$ cat src/rtl/spdif_tx_pkg.sv
package spdif_tx_pkg;

  localparam int SUB_BITS    = 32;
  localparam int PRE_BITS    = 4;
  localparam int PAYLOAD_W   = SUB_BITS - 8;
  localparam int CELLS       = 2 * SUB_BITS;
  localparam int CELL_W      = $clog2(CELLS);
  localparam int FRAME_IDX_W = 8;
  localparam int VAL_POS     = PRE_BITS + PAYLOAD_W;
  localparam int USR_POS     = VAL_POS + 1;
  localparam int STS_POS     = VAL_POS + 2;
  localparam int PAR_POS     = VAL_POS + 3;

  typedef enum logic [1:0] {
    PRE_B = 2'd0,
    PRE_M = 2'd1,
    PRE_W = 2'd2
  } preKind_e;

  // Strobes from the sequencer to the datapath
  typedef struct packed {
    logic                   load;
    logic                   loadRight;
    logic [FRAME_IDX_W-1:0] loadFrame;
    preKind_e               loadPre;
    logic                   emit;
    logic [CELL_W-1:0]      cellIdx;
  } ctrlStrb_t;

  // Preamble expressed as per-cell toggles of the line level
  function automatic logic preToggle(preKind_e kind, logic [2:0] idx);
    logic [7:0] t;
    case (kind)
      PRE_B:   t = 8'b0011_1001;
      PRE_M:   t = 8'b1100_1001;
      default: t = 8'b0110_1001;
    endcase
    return t[idx];
  endfunction

endpackage

$ cat src/rtl/spdif_tx_cfg.sv
module spdif_tx_cfg
  import spdif_tx_pkg::*;
#(
  parameter int BLOCK_FRAMES = 192,
  parameter int CFG_W        = 32,
  localparam int WORDS       = BLOCK_FRAMES / CFG_W,
  localparam int WORD_AW     = $clog2(WORDS),
  localparam int ADDR_W      = 3 + WORD_AW
) (
  input  logic                    clk,
  input  logic                    rst_n,
  input  logic                    cfgWrEn,
  input  logic [ADDR_W-1:0]       cfgAddr,
  input  logic [CFG_W-1:0]        cfgWrData,
  output logic [BLOCK_FRAMES-1:0] statFile [2],
  output logic [BLOCK_FRAMES-1:0] userFile [2],
  output logic [1:0]              validBits
);

  localparam logic [2:0] FILE_STAT_L = 3'd0;
  localparam logic [2:0] FILE_USER_L = 3'd2;
  localparam logic [2:0] FILE_VALID  = 3'd4;

  logic [2:0]         fileSel;
  logic [WORD_AW-1:0] wordSel;

  assign fileSel = cfgAddr[ADDR_W-1 -: 3];
  assign wordSel = cfgAddr[WORD_AW-1:0];

  genvar s;
  for (s = 0; s < 2; s++) begin : g_side
    logic [BLOCK_FRAMES-1:0] statQ;
    logic [BLOCK_FRAMES-1:0] userQ;

    always_ff @(posedge clk or negedge rst_n) begin
      if (!rst_n) begin
        statQ <= '0;
        userQ <= '0;
      end else if (cfgWrEn) begin
        for (int w = 0; w < WORDS; w++) begin
          if (wordSel == WORD_AW'(w)) begin
            if (fileSel == FILE_STAT_L + 3'(s)) statQ[w*CFG_W +: CFG_W] <= cfgWrData;
            if (fileSel == FILE_USER_L + 3'(s)) userQ[w*CFG_W +: CFG_W] <= cfgWrData;
          end
        end
      end
    end

    assign statFile[s] = statQ;
    assign userFile[s] = userQ;
  end

  always_ff @(posedge clk or negedge rst_n) begin
    if (!rst_n) validBits <= '0;
    else if (cfgWrEn && fileSel == FILE_VALID) validBits <= cfgWrData[1:0];
  end

  // validity flags only move on a write aimed at them
  a_r10_valid_stable: assert property (@(posedge clk) disable iff (!rst_n)
    !(cfgWrEn && fileSel == FILE_VALID) |=> $stable(validBits));

endmodule

$ cat src/rtl/spdif_tx_ctrl.sv
module spdif_tx_ctrl
  import spdif_tx_pkg::*;
#(
  parameter int BLOCK_FRAMES = 192
) (
  input  logic      clk,
  input  logic      rst_n,
  input  logic      enable,
  input  logic      holdFull,
  output ctrlStrb_t strb
);

  localparam logic [FRAME_IDX_W-1:0] LAST_FRAME = FRAME_IDX_W'(BLOCK_FRAMES - 1);
  localparam logic [CELL_W-1:0]      LAST_CELL  = CELL_W'(CELLS - 1);

  logic                   running;
  logic [CELL_W-1:0]      cellCnt;
  logic                   isRight;
  logic [FRAME_IDX_W-1:0] frameCnt;
  logic                   startNow;
  logic                   lastCell;
  logic                   nextRight;
  logic [FRAME_IDX_W-1:0] nextFrame;

  assign startNow = enable && !running && holdFull;
  assign lastCell = running && (cellCnt == LAST_CELL);

  always_comb begin
    if (startNow) begin
      nextRight = 1'b0;
      nextFrame = '0;
    end else begin
      nextRight = !isRight;
      if (isRight) nextFrame = (frameCnt == LAST_FRAME) ? '0 : frameCnt + 1'b1;
      else         nextFrame = frameCnt;
    end
  end

  always_comb begin
    strb.load      = startNow || (enable && lastCell);
    strb.loadRight = nextRight;
    strb.loadFrame = nextFrame;
    if (nextRight)              strb.loadPre = PRE_W;
    else if (nextFrame == '0)   strb.loadPre = PRE_B;
    else                        strb.loadPre = PRE_M;
    strb.emit      = running && enable;
    strb.cellIdx   = cellCnt;
  end

  always_ff @(posedge clk or negedge rst_n) begin
    if (!rst_n) begin
      running  <= 1'b0;
      cellCnt  <= '0;
      isRight  <= 1'b0;
      frameCnt <= '0;
    end else if (!enable) begin
      running  <= 1'b0;
      cellCnt  <= '0;
      isRight  <= 1'b0;
      frameCnt <= '0;
    end else if (startNow) begin
      running  <= 1'b1;
      cellCnt  <= '0;
      isRight  <= 1'b0;
      frameCnt <= '0;
    end else if (running) begin
      cellCnt <= lastCell ? '0 : cellCnt + 1'b1;
      if (lastCell) begin
        isRight  <= nextRight;
        frameCnt <= nextFrame;
      end
    end
  end

  // the last right subframe of a block is followed by left, frame 0
  a_r5_block_wrap: assert property (@(posedge clk) disable iff (!rst_n)
    (enable && lastCell && isRight && frameCnt == LAST_FRAME)
      |=> (!enable || (frameCnt == '0 && !isRight)));

endmodule

$ cat src/rtl/spdif_tx_dp.sv
module spdif_tx_dp
  import spdif_tx_pkg::*;
#(
  parameter int DATA_W       = 32,
  parameter int BLOCK_FRAMES = 192
) (
  input  logic                    clk,
  input  logic                    rst_n,
  input  logic                    enable,
  input  logic [DATA_W-1:0]       sampleData,
  input  logic                    sampleValid,
  output logic                    sampleReady,
  output logic                    holdFull,
  input  ctrlStrb_t               strb,
  input  logic [BLOCK_FRAMES-1:0] statFile [2],
  input  logic [BLOCK_FRAMES-1:0] userFile [2],
  input  logic [1:0]              validBits,
  output logic                    lineOut,
  output logic                    slotStart
);

  localparam logic [DATA_W-1:0] PAY_MASK = DATA_W'((64'd1 << PAYLOAD_W) - 1);

  logic [DATA_W-1:0]   holdData;
  logic                accept;
  logic [SUB_BITS-1:0] nextWord;
  logic [SUB_BITS-1:0] slotWord;
  preKind_e            slotPre;
  logic [CELL_W-2:0]   bitIdx;
  logic                toggle;
  logic                level;
  logic                startQ;

  assign sampleReady = enable && !holdFull;
  assign accept      = sampleValid && sampleReady;

  // Single-entry hold between handshake and serializer
  always_ff @(posedge clk or negedge rst_n) begin
    if (!rst_n) begin
      holdFull <= 1'b0;
      holdData <= '0;
    end else if (!enable) begin
      holdFull <= 1'b0;
    end else if (accept) begin
      holdFull <= 1'b1;
      holdData <= sampleData & PAY_MASK;
    end else if (strb.load) begin
      holdFull <= 1'b0;
    end
  end

  // Subframe assembly: payload rotated past the preamble, aux bits, parity
  always_comb begin
    nextWord = holdFull ? SUB_BITS'({holdData, {PRE_BITS{1'b0}}}) : '0;
    nextWord[VAL_POS] = validBits[strb.loadRight];
    nextWord[USR_POS] = userFile[strb.loadRight][strb.loadFrame];
    nextWord[STS_POS] = statFile[strb.loadRight][strb.loadFrame];
    nextWord[PAR_POS] = ^nextWord[STS_POS:PRE_BITS];
  end

  always_ff @(posedge clk or negedge rst_n) begin
    if (!rst_n) begin
      slotWord <= '0;
      slotPre  <= PRE_B;
    end else if (strb.load) begin
      slotWord <= nextWord;
      slotPre  <= strb.loadPre;
    end
  end

  // Biphase-mark line coding as per-cell toggles
  assign bitIdx = strb.cellIdx[CELL_W-1:1];

  always_comb begin
    if (bitIdx < (CELL_W-1)'(PRE_BITS)) toggle = preToggle(slotPre, strb.cellIdx[2:0]);
    else if (strb.cellIdx[0])            toggle = slotWord[bitIdx];
    else                                 toggle = 1'b1;
  end

  always_ff @(posedge clk or negedge rst_n) begin
    if (!rst_n) begin
      level  <= 1'b0;
      startQ <= 1'b0;
    end else if (!enable) begin
      level  <= 1'b0;
      startQ <= 1'b0;
    end else begin
      startQ <= strb.emit && (strb.cellIdx == '0);
      if (strb.emit) level <= level ^ toggle;
    end
  end

  assign lineOut   = level;
  assign slotStart = startQ;

  // an accepted sample fills the hold, so ready drops next cycle
  a_r3_single_hold: assert property (@(posedge clk) disable iff (!rst_n)
    (sampleValid && sampleReady) |=> !sampleReady);

  // a disabled formatter leaves the line quiet
  a_r2_disabled_quiet: assert property (@(posedge clk) disable iff (!rst_n)
    !enable |=> (!lineOut && !slotStart));

  // every data-bit boundary flips the line
  a_r7_bit_boundary: assert property (@(posedge clk) disable iff (!rst_n)
    (strb.emit && strb.cellIdx >= CELL_W'(2*PRE_BITS) && !strb.cellIdx[0])
      |=> (lineOut != $past(lineOut)));

  // the first preamble cell always flips the line
  a_r12_start_edge: assert property (@(posedge clk) disable iff (!rst_n)
    slotStart |-> (lineOut != $past(lineOut)));

endmodule

$ cat src/rtl/spdif_tx_formatter.sv
module spdif_tx_formatter
  import spdif_tx_pkg::*;
#(
  parameter int DATA_W       = 32,
  parameter int BLOCK_FRAMES = 192,
  parameter int CFG_W        = 32,
  localparam int CFG_AW      = 3 + $clog2(BLOCK_FRAMES / CFG_W)
) (
  input  logic              clk,
  input  logic              rst_n,
  input  logic              enable,
  input  logic [DATA_W-1:0] sampleData,
  input  logic              sampleValid,
  output logic              sampleReady,
  input  logic              cfgWrEn,
  input  logic [CFG_AW-1:0] cfgAddr,
  input  logic [CFG_W-1:0]  cfgWrData,
  output logic              lineOut,
  output logic              slotStart
);

  ctrlStrb_t               strb;
  logic                    holdFull;
  logic [BLOCK_FRAMES-1:0] statFile [2];
  logic [BLOCK_FRAMES-1:0] userFile [2];
  logic [1:0]              validBits;

  spdif_tx_cfg #(.BLOCK_FRAMES(BLOCK_FRAMES), .CFG_W(CFG_W)) cfg_i (
    .clk       (clk),
    .rst_n     (rst_n),
    .cfgWrEn   (cfgWrEn),
    .cfgAddr   (cfgAddr),
    .cfgWrData (cfgWrData),
    .statFile  (statFile),
    .userFile  (userFile),
    .validBits (validBits)
  );

  spdif_tx_ctrl #(.BLOCK_FRAMES(BLOCK_FRAMES)) ctrl_i (
    .clk      (clk),
    .rst_n    (rst_n),
    .enable   (enable),
    .holdFull (holdFull),
    .strb     (strb)
  );

  spdif_tx_dp #(.DATA_W(DATA_W), .BLOCK_FRAMES(BLOCK_FRAMES)) dp_i (
    .clk         (clk),
    .rst_n       (rst_n),
    .enable      (enable),
    .sampleData  (sampleData),
    .sampleValid (sampleValid),
    .sampleReady (sampleReady),
    .holdFull    (holdFull),
    .strb        (strb),
    .statFile    (statFile),
    .userFile    (userFile),
    .validBits   (validBits),
    .lineOut     (lineOut),
    .slotStart   (slotStart)
  );

endmodule

$ cat config.mk
export PLATFORM = sky130hd
export DESIGN_NAME = spdif_tx_formatter
export DESIGN_NICKNAME = d
export VERILOG_FILES = /design/src/rtl/spdif_tx_pkg.sv /design/src/rtl/spdif_tx_cfg.sv /design/src/rtl/spdif_tx_ctrl.sv /design/src/rtl/spdif_tx_dp.sv /design/src/rtl/spdif_tx_formatter.sv
export SDC_FILE = /design/constraint.sdc
export NUM_CORES = 1
export LEC_CHECK = 0
export BUFFER_PORTS_ARGS = -buffer_cell sky130_fd_sc_hd__buf_2
export CORE_ASPECT_RATIO = 1.25
export CORE_UTILIZATION = 40
export DETAILED_ROUTE_END_ITERATION = 6
export GPL_ROUTABILITY_DRIVEN = 0
export PLACE_DENSITY = 0.65
export SLEW_MARGIN = 20
export SYNTH_ARGS = -nofsm -noshare
export SYNTH_HDL_FRONTEND = slang
export SYNTH_SLANG_ARGS = --single-unit
$ cat constraint.sdc
create_clock -name clk -period 4 [get_ports clk]
set_input_delay 0.8 -clock clk [delete_from_list [all_inputs] [get_ports clk]]
set_output_delay 0.8 -clock clk [all_outputs]
set_load 0.02 [all_outputs]
==> results of run 1 <==
## layout make-up
type / instances / area, um2
fillers: 8956 / 52200
flip-flops and latches: 843 / 21100
multi-input cells: 2289 / 17800
repair buffers: 419 / 3580
clock buffers: 122 / 2460
well taps: 1310 / 1640
clock inverters: 27 / 320
inverters: 6 / 22.5
diodes: 1 / 2.50
## layer usage
layer / vias to the layer above / share of wire, %
met3: 251 / 6.1
li1: 12700 / -
met4: 6 / 3.7
met5: - / 0.038
met1: 15100 / 42
met2: 879 / 48
## sequential cells by signal, indices dropped and copies added (netlist names)
register,cells
cfg_i.g_side.statQ,384
cfg_i.g_side.userQ,384
cfg_i.validBits,2
ctrl_i.cellCnt,6
ctrl_i.frameCnt,8
ctrl_i.isRight,1
ctrl_i.running,1
dp_i.holdData,24
dp_i.holdFull,1
dp_i.lineOut,1
dp_i.slotPre,2
dp_i.slotStart,1
dp_i.slotWord,28
## repair_timing
| item | in CTS | in global routing |
|---|---|---|
| pin swaps | 4 | 5 |
| resized for setup | 9 | 11 |
| endpoints found under the setup margin | 1 | 1 |
| buffers inserted | 13 | 3 |
## worst max-delay path: cells and delay by family (launching register included)
family | cells | cell delay [ns]
DFF | 1 | 0.36
and+or+nand+nor | 3 | 0.51
xor gates and xnor gates | 1 | 0.35
adders and majority gates | 1 | 0.23
muxes | 1 | 0.27
buffers and inverters | 4 | 0.69
AOI/OAI and AO/OA | 6 | 1.36
## per-stage QoR
stage / instance area (um2) / setup TNS (ns) / setup WS, ns / power [mW]
after global routing: 46900 / 0 / 0.00256 / 21.9
final: 46900 / 0 / 0.0864 / 21.0
after global placement: 43800 / -0.933 / -0.676 / 13.0
after detailed placement: 43800 / -0.902 / -0.670 / 13.1
after CTS: 46800 / 0 / 0.0197 / 21.1
after floorplan: 40000 / 0 / 0.484 / 12.1
## layout by cell type, fill, tap and decap left out, types with 5 or more instances in the layout
cell type	synthesis	routed
clkbuf_8	0	15
o211ai_1	7	7
nand3b_1	6	6
inv_1	6	5
nor2b_1	22	22
nand4_1	8	8
nor3_1	9	9
nand2_2	1	12
mux2i_1	74	73
a21oi_1	90	90
and3_1	30	30
dfrtp_1	843	842
a221oi_1	16	16
a22oi_1	8	8
clkbuf_16	0	87
clkbuf_1	136	20
o2111ai_1	6	6
nor4_1	7	6
a21o_1	5	5
a31oi_1	34	30
buf_12	0	47
nand3_1	261	261
xnor2_1	27	27
and2_1	17	16
mux2_2	816	815
mux4_2	15	15
nor2_4	0	9
nand2_1	524	511
a311oi_1	30	29
o21ai_0	73	72
a211oi_1	34	33
nor2_1	52	43
clkinv_2	0	13
o22ai_1	17	17
buf_2	78	68
buf_4	27	300
xor2_1	9	9
## power by group through the flow
stage	Sequential, mW	Combinational [mW]	Clock (mW)
final	10.2	2.75	8.03
after global routing	10.4	3.01	8.49
after CTS	10.2	2.75	8.14
after detailed placement	10.4	2.73	0
after global placement	10.3	2.65	0
after floorplan	10.2	1.93	0
## synthesized netlist by cell type (4+ instances only)
cell type / count / area, um2
a311oi_1: 30 / 263
nand2_1: 524 / 1970
xnor2_1: 27 / 236
dfrtp_1: 843 / 21100
nor4_1: 7 / 43.8
a21oi_1: 90 / 450
nand3_1: 261 / 1310
buf_4: 27 / 203
mux2i_1: 74 / 741
nor2b_1: 22 / 138
o2111ai_1: 6 / 52.6
nor3b_1: 4 / 30.0
and3b_1: 4 / 35.0
a21o_1: 5 / 37.5
mux4_2: 15 / 338
o31ai_1: 4 / 30.0
o22ai_1: 17 / 106
and3_1: 30 / 188
mux2_2: 816 / 9190
a221oi_1: 16 / 140
clkbuf_1: 136 / 510
nor2_1: 52 / 195
a22o_1: 4 / 35.0
buf_2: 78 / 390
inv_1: 6 / 22.5
nand3b_1: 6 / 45.0
and4_1: 5 / 43.8
nand4_1: 8 / 50.1
a211oi_1: 34 / 255
o21ai_0: 73 / 365
and2_1: 17 / 106
nor3_1: 9 / 45.0
a22oi_1: 8 / 60.1
o211ai_1: 7 / 52.6
xor2_1: 9 / 78.8
buf_6: 6 / 67.6
a311o_1: 4 / 40.0
a31oi_1: 34 / 213
buf_1: 58 / 218
## cell families (layout without fill, tap and decap cells)
group / after synthesis / in the layout
buf+inv: 311 / 574
flops: 843 / 843
fa+ha+maj: 3 / 3
xor+xnor: 37 / 37
simple gates: 967 / 967
compound gates: 377 / 377
mux: 905 / 905
other cells: 0 / 1
## how the worst max path moves through the flow
stage	depth (start not counted)	startpoint	slack, ns	to
final	16	ctrl_i.frameCnt[1]$_DFFE_PN0P_	0.09	dp_i.slotWord[31]$_DFFE_PN0P_
after floorplan	13	enable	0.48	dp_i.slotWord[31]$_DFFE_PN0P_
after detailed placement	13	enable	-0.67	dp_i.slotWord[31]$_DFFE_PN0P_
after CTS	15	ctrl_i.isRight$_DFFE_PN0P_	0.02	dp_i.slotWord[31]$_DFFE_PN0P_
after global routing	16	ctrl_i.frameCnt[1]$_DFFE_PN0P_	0.003	dp_i.slotWord[31]$_DFFE_PN0P_
after global placement	13	enable	-0.68	dp_i.slotWord[31]$_DFFE_PN0P_
==> results summary, run 1 <==
The remaining global-route overflow came out at 0. The number of iterations in the first detailed-routing pass is 5. The proportion of synthesized area in mux cells came out at 25.7%. After detailed routing, the average wire length per cell comes to about 24 um. Summing the areas of all compound-gate instances in the mapped netlist gives 6.31% of the synthesized area. The floorplan step defined a die boundary enclosing 101000 um2.

The clock transition at the register clock pins on the worst setup and hold paths after CTS came out at 0.06 ns. In this run the most used layer during global routing was met2. Power spread over the standard cell area amounts to roughly 450 nW/um2. The count of nets left with antenna violations once routing finished came out at 0. The mean cell area of the mapped netlist came out at 11.6 um2.

The sequential area share after synthesis is 52.7%. The post-route minimum period came out at 3.91 ns. For the pin with the worst max-slew slack, the measured transition is 1.12 ns. The share of synthesized cell area in and, or, nand and nor gates is a little over a tenth. The cell leakage power came out at 21.9 nW. The number of distinct standard cells referenced by the synthesized netlist is 81. The cell count after synthesis is approximately 3400. The run finished with clean final reports. The via total after detailed routing is between 20000 and 30000. For this run, design rule violations remaining after detail routing come to 0. The power share of the combinational group is 13.1%.

In this run, CTS created clock tree buffers numbering 85. The analysis attributes to net switching a power of 5.35 mW. The detailed-placement wirelength estimate is roughly 80000 um. The worst hold slack across all endpoints is 0.122 ns. The period utilization came out at 97.8%. The adder and majority cell fraction of the synthesized area is 0.0938%. The worst setup skew after layout is 0.0261 ns. The total standard cell area after synthesis came out at 40000 um2. The worst endpoint data arrival time came out at 4.45 ns.

The async set-reset flop share out of synthesis is 100%. The die is approximately 360 um tall. The number of hold-repair buffers added at the cts stage came out at 0. The number of nets handed over by synthesis was 3521. The post-detailed-routing wire length came out at about 120000 um. In the global route stage, overall resource usage came out at 24.2%.

The signal on the critical path passes through ha_2 > nand4b_1 > o211a_4 > buf_12 > buf_12 > a221oi_1 > a31oi_1 > o2111ai_1 > o311ai_0 > buf_4 > and4_2 > o311ai_2 > buf_4 > nand2_1 > xnor3_1 > mux2_2. STA classifies the critical path endpoint as a flop. The internal reg-to-reg setup slack came out at about 0.086 ns. The total internal power is between 15 and 20 mW.

The DRC violation total after the first TritonRoute iteration came out at 2351. During placement, the flow inserted port buffers numbering a little under 70. STA classifies the critical path startpoint as a flop. The chip width came out at 285 um. The post-synthesis register bit count is 843. Leaving out filler cells and counting taps, the final layout contains 5017. The met1 track demand over resource in global routing is 31.2%.

The final-report max-slew violation count came out at 0. At the worst endpoint, the required time is 4.53 ns. The depth of the worst register-to-register path is 16. The final-report hold violation count came out at 0. The starting utilization of the core area is 40.4%. The number of max-cap violations came out at 0. The parity-gate share of the synthesized area counting xor and xnor cells came out at less than 1%. The setup path with the least slack is of type reg -> reg. The portion of total power attributed to the clock network is between 30% and 40%.

Of the total power, the share spent switching nets is between 20% and 30%. The area of the core is 99100 um2. The number of global-route vias before repair is between 20000 and 30000. The share of post-route cells with drive strength above 1 came out at 38.7%. After detailed placement, the design holds a cell count of 4851. Counting along the longest clock path gives a buffer depth of 3. The endpoint identified for the worst register-to-register timing path is dp_i.slotWord[31]$_DFFE_PN0P_. The maximum number of pins on one net before global-route repair came out at 98.

The final standard cell utilization of the core is 47.3%. The post-layout net count is about 3700. The later-pin clock latency in the skew report is 0.67 ns.

By area, the combinational part of the netlist is dominated by multiplexers. Setup repair after global routing left no endpoint under its margin. The clock net sink count is 843. The maximum resistive drop on vdd came out at roughly 0.30 mV. The most used flip-flop cell after synthesis is dfrtp_1. Headroom to the max-slew limit came out at between 20% and 30%. Of the total power, registers draw about half.

In the routed layout, each cell is associated on average with a via count of about 5.8. In this run the worst path has a maximum fanout of 15. The global-route wire length before repair is 187000 um.

In the global route stage, met3 resource usage came out at 4.01%. The number of antenna violations at the first check in global routing was 6. The slowest stage of the critical path is the dfrtp_1 cell. The placement row count is 129. The worst min-delay path category is in -> async. Static timing analysis puts the maximum clock frequency at 256 MHz. The largest single stage delay on the critical path is 0.36 ns. The I/O pin count came out at 78. The final setup violation count is 0. Yosys mapped a number of flops with a built-in enable equal to 0. For this run, global-route usage on met2 was measured as 40.5%.

The growth of design area from synthesis to finish is 17.2%. The count of warnings emitted by yosys came out at 0. The clock root buffer master is clkbuf_16. The CTS H-tree depth came out at 3. TritonCTS built the clock tree. The worst register-to-register path begins at ctrl_i.frameCnt[1]$_DFFE_PN0P_.
No activity file was read; power rests on OpenSTA's default activity.
==> inputs of run 2 (changes only) <==
ABC_AREA = 0   (was default)
SYNTH_HIERARCHICAL = 1   (was default)
==> results summary, run 2 <==
The share of post-route cells with drive strength above 1 is 50.9% (+12 points). On the critical path the largest part of the delay comes from multiplexers. The combined global-route utilization of all metal layers came out at 20.7% (-3.5 points). The adder and majority cell fraction of the synthesized area is 0.0950% (+0.0012 points).

The final-report max-slew violation count was 0 (unchanged). In this run the worst hold path is classified as in -> async. The sequential area share after synthesis was 53.4% (+0.66 points). The growth of design area from synthesis to finish is 14.6%. The CTS H-tree depth came to 3 (unchanged).

The parity-gate share of the synthesized area counting xor and xnor cells is 0.855% (+0.011 points). The mean cell area of the mapped netlist came out at 15.2 um2 (+31%). The total of buffers placed on input and output ports is 69 (unchanged). The worst setup path is launched from a flop. The DRC violation total after the first TritonRoute iteration came out at 1497 (-36%).

In the final layout, the registers with the most flip-flops are cfg_i/g_side.statQ x384, cfg_i/g_side.userQ x384, dp_i/slotWord x28. The maximum resistive drop on vdd is 0.256 mV (-13%). The DRC violation count after routing is 0 (unchanged). The count of warnings emitted by yosys came out at 6 (+6). The critical path's largest stage delay came to 0.55 ns (+0.19 ns). The fraction of the mapped netlist area in compound gates came out at 3.00% (-3.3 points). The top achievable clock speed came out at 259 MHz (+1.2%).

The placement row count is 128 (-0.78%). The share of the synthesized area in the top cell type came out at 53.4% (+0.66 points). The final setup violation count came to 0 (unchanged). The net count after synthesis came out at 2683 (-24%). The clock net sink count came out at 843 (unchanged). Among all cell types in the netlist, the one instantiated most often is dfrtp_1.

The area of the core was 97700 um2 (-1.4%). The post-layout net count came out at 2816 (-24%). The start-to-end type of the worst setup path is reg -> reg.

The most used flip-flop cell after synthesis is dfrtp_1. The starting utilization of the core area came out at 40.5% (+0.074 points). The cell count after synthesis came out at 2605 (-24%).

The cell depth of the worst setup path came to 16 (unchanged). The post-synthesis register bit count is 843 (unchanged). The worst-margin pin slew came out at 0.997 ns (-0.120 ns).

The remaining global-route overflow came out at 0 (unchanged). The mean number of vias per cell is 5.69 (-1.1%). The sequential standard cell area is 21100 um2 (about the same). The detailed-placement wirelength estimate is 67800 um (-15%).

The worst endpoint data arrival time is 4.40 ns (-0.05 ns). Leaving out fill and tap cells, the most frequent cell in the layout is dfrtp_1. The I/O pin count came to 78 (unchanged).

TritonCTS built the clock tree. The critical path data required time is 4.53 ns (about the same). The overall die height was 353 um (-0.62%). The buffer and inverter count on the worst path came out at 4 (unchanged).

The period utilization is 96.7% (-1.1 points). The via total after detailed routing came out at 23400 (-19%). The worst setup skew after layout is 0.0198 ns (-0.00638 ns). The number of enable flip-flop cells after synthesis is 0 (unchanged). The number of iterations in the first detailed-routing pass is 5 (unchanged). The later-pin clock latency in the skew report is 0.64 ns (-0.03 ns).

Sorting the synthesized cells by how often they occur yields dfrtp_1 (843), mux2_2 (784), mux4_2 (175). The routed wire length per instance is 24.9 um (+2.6%). The area of the die came to 100000 um2 (-1.2%). The depth of the worst register-to-register path came out at 16 (unchanged). The number of distinct standard cells referenced by the synthesized netlist is 84 (+3.7%). The post-route minimum period is 3.87 ns (-0.0458 ns).

The final standard cell area without fillers was 45300 um2 (-3.4%). The area occupied by multi-input gates was 17000 um2 (-4.2%). The clock transition at the register clock pins on the worst setup and hold paths after CTS came to 0.06 ns (about the same).

The capturing element type of the critical path is a flop. The biggest area contributor in the post-synthesis netlist is dfrtp_1. The number of buffers created by CTS came out at 85 (unchanged). The number of nets still failing antenna checks after routing is 0 (unchanged). The share of synthesized cell area in and, or, nand and nor gates is 3.21% (-7.6 points).

Sorting the synthesized cells by area gives the leading types as dfrtp_1 (53%), mux2_2 (22%), mux4_2 (10%), mux2i_1 (2.0%), buf_2 (1.0%). The number of max-cap violations came out at 0 (unchanged). The number of fill cells came to 8433 (-5.8%). The cell leakage power came to 21.1 nW (-3.7%). The total standard cell area after synthesis is 39500 um2 (-1.2%). The run finished with clean final reports. The async set-reset flop share out of synthesis came out at 100% (unchanged). By area, the combinational part of the netlist is dominated by multiplexers. The number of global-route vias before repair was 25800 (-13%). The maximum number of pins on one net before global-route repair is 98 (unchanged).

The relative slew slack came out at 33.4% (+8.1 points). The final-report hold violation count is 0 (unchanged). Setup repair after global routing left no endpoint under its margin. The power density normalized to cell area came out at 492 nW/um2 (+9.6%). The placed instance area came out at 42100 um2 (-3.9%). Traced cell by cell, the critical path runs through ha_1 > nand2_1 > o41ai_4 > nor2_4 > buf_6 > buf_12 > buf_6 > mux4_2 > mux4_2 > nand2_1 > nand3_1 > a31oi_2 > or3_1 > o221ai_4 > buf_4 > mux2_2.

The clock root buffer master is clkbuf_16. The proportion of synthesized area in mux cells came out at 35.6% (+10 points). The setup TNS is 0 ns (unchanged).

The post-detailed-routing wire length came out at 102000 um (-16%). The slowest cell on the critical path is mux4_2. The chip width was 283 um (-0.62%). The top fanout value on the critical path is 24 (+9). The number of antenna violations at the first check in global routing is 8 (+2).

The maximum number of buffers from clock root to sink came out at 3 (unchanged). The top cell types in the final layout, fill and taps aside, are dfrtp_1 (843), mux2_2 (784), mux4_2 (175), buf_4 (172), clkbuf_16 (87). The global-route wire length before repair came out at 159000 um (-15%).
==> run 2: metrics by stage <==
step | setup slack (ns) | hold slack [ns] | instances | utilization, % | power [mW]
3_5_place_dp | -0.633 | 0.475 | 3948 | 43.1 | 14.0
5_1_grt | 0.0107 | 0.0704 | 4108 | 46.3 | 23.2
6_report | 0.132 | 0.0638 | 4109 | 46.3 | 22.3
3_3_place_gp | -0.640 | 0.463 | 3948 | 43.1 | 13.8
2_1_floorplan | 0.0112 | 0.452 | 2605 | - | 12.8
4_1_cts | 0.00824 | 0.285 | 4105 | 46.2 | 22.4
==> run 2: cells by family (layout without fill, tap and decap cells) <==
kind of cell | after synthesis | after routing
fa+ha+maj | 3 | 3
other cells | 0 | 1
compound gates | 160 | 160
simple gates | 220 | 220
mux | 1069 | 1069
xor+xnor | 37 | 37
buf+inv | 273 | 476
flops | 843 | 843
==> run 2: per-layer routing <==
layer  GRT usage [%]  up-vias  share of wire, %
met5               0        -             0.056
met1            25.4    12600                40
met3            3.17      183               5.0
met2            36.6      615                52
li1                -     9957                 -
met4            7.73       10               3.4
==> run 2: area by class of cell <==
| type | instances | area share (%) |
|---|---|---|
| well taps | 1300 | 3.59 |
| inverters | 36 | 0.309 |
| clock buffers | 115 | 5.35 |
| flip-flops and latches | 843 | 46.6 |
| repair buffers | 283 | 5.42 |
| multi-input cells | 1489 | 37.6 |
| diodes | 1 | 0.00553 |
| clock inverters | 42 | 1.15 |
==> run 2: repair_timing <==
action,CTS,global route
gates resized for setup,8,21
endpoints found under the setup margin,2,2
pin swaps,2,5
buffers inserted,0,1
hold buffers,0,0
cloned,0,1
==> run 2: path summary, 6_finish.rpt <==
kind / from / to / slack [ns]
worst max-delay path: ctrl_i/frameCnt[0]$_DFFE_PN0P_ / dp_i/slotWord[29]$_DFFE_PN0P_ / 0.13
worst min-delay path: rst_n / cfg_i/g_side[1].statQ[40]$_DFFE_PN0P_ / 0.06
worst max register to register: ctrl_i/frameCnt[0]$_DFFE_PN0P_ / dp_i/slotWord[29]$_DFFE_PN0P_ / 0.13
worst min register to register: cfg_i/g_side[0].statQ[168]$_DFFE_PN0P_ / cfg_i/g_side[0].statQ[168]$_DFFE_PN0P_ / 0.48
max in group asynchronous: rst_n / cfg_i/g_side[1].statQ[62]$_DFFE_PN0P_ / 2.72
min in group clk: sampleData[23] / dp_i/holdData[23]$_DFFE_PN0P_ / 0.39
==> run 2: worst reg2reg max path: cells and delay by family, from the launching register on <==
kind / cells / cell delay, ns
buffers and inverters: 4 / 0.78
DFF: 1 / 0.39
muxes: 3 / 1.11
adders and majority gates: 1 / 0.23
and+or+nand+nor: 5 / 0.81
AOI/OAI and AO/OA: 3 / 0.45
==> run 2: report_power, final <==
group          internal [mW]  switching, mW  total [mW]
Sequential              9.69          0.609        10.3
Clock                   4.97           3.39        8.36
Combinational           2.04           1.56        3.60
Total                   16.7           5.56        22.3
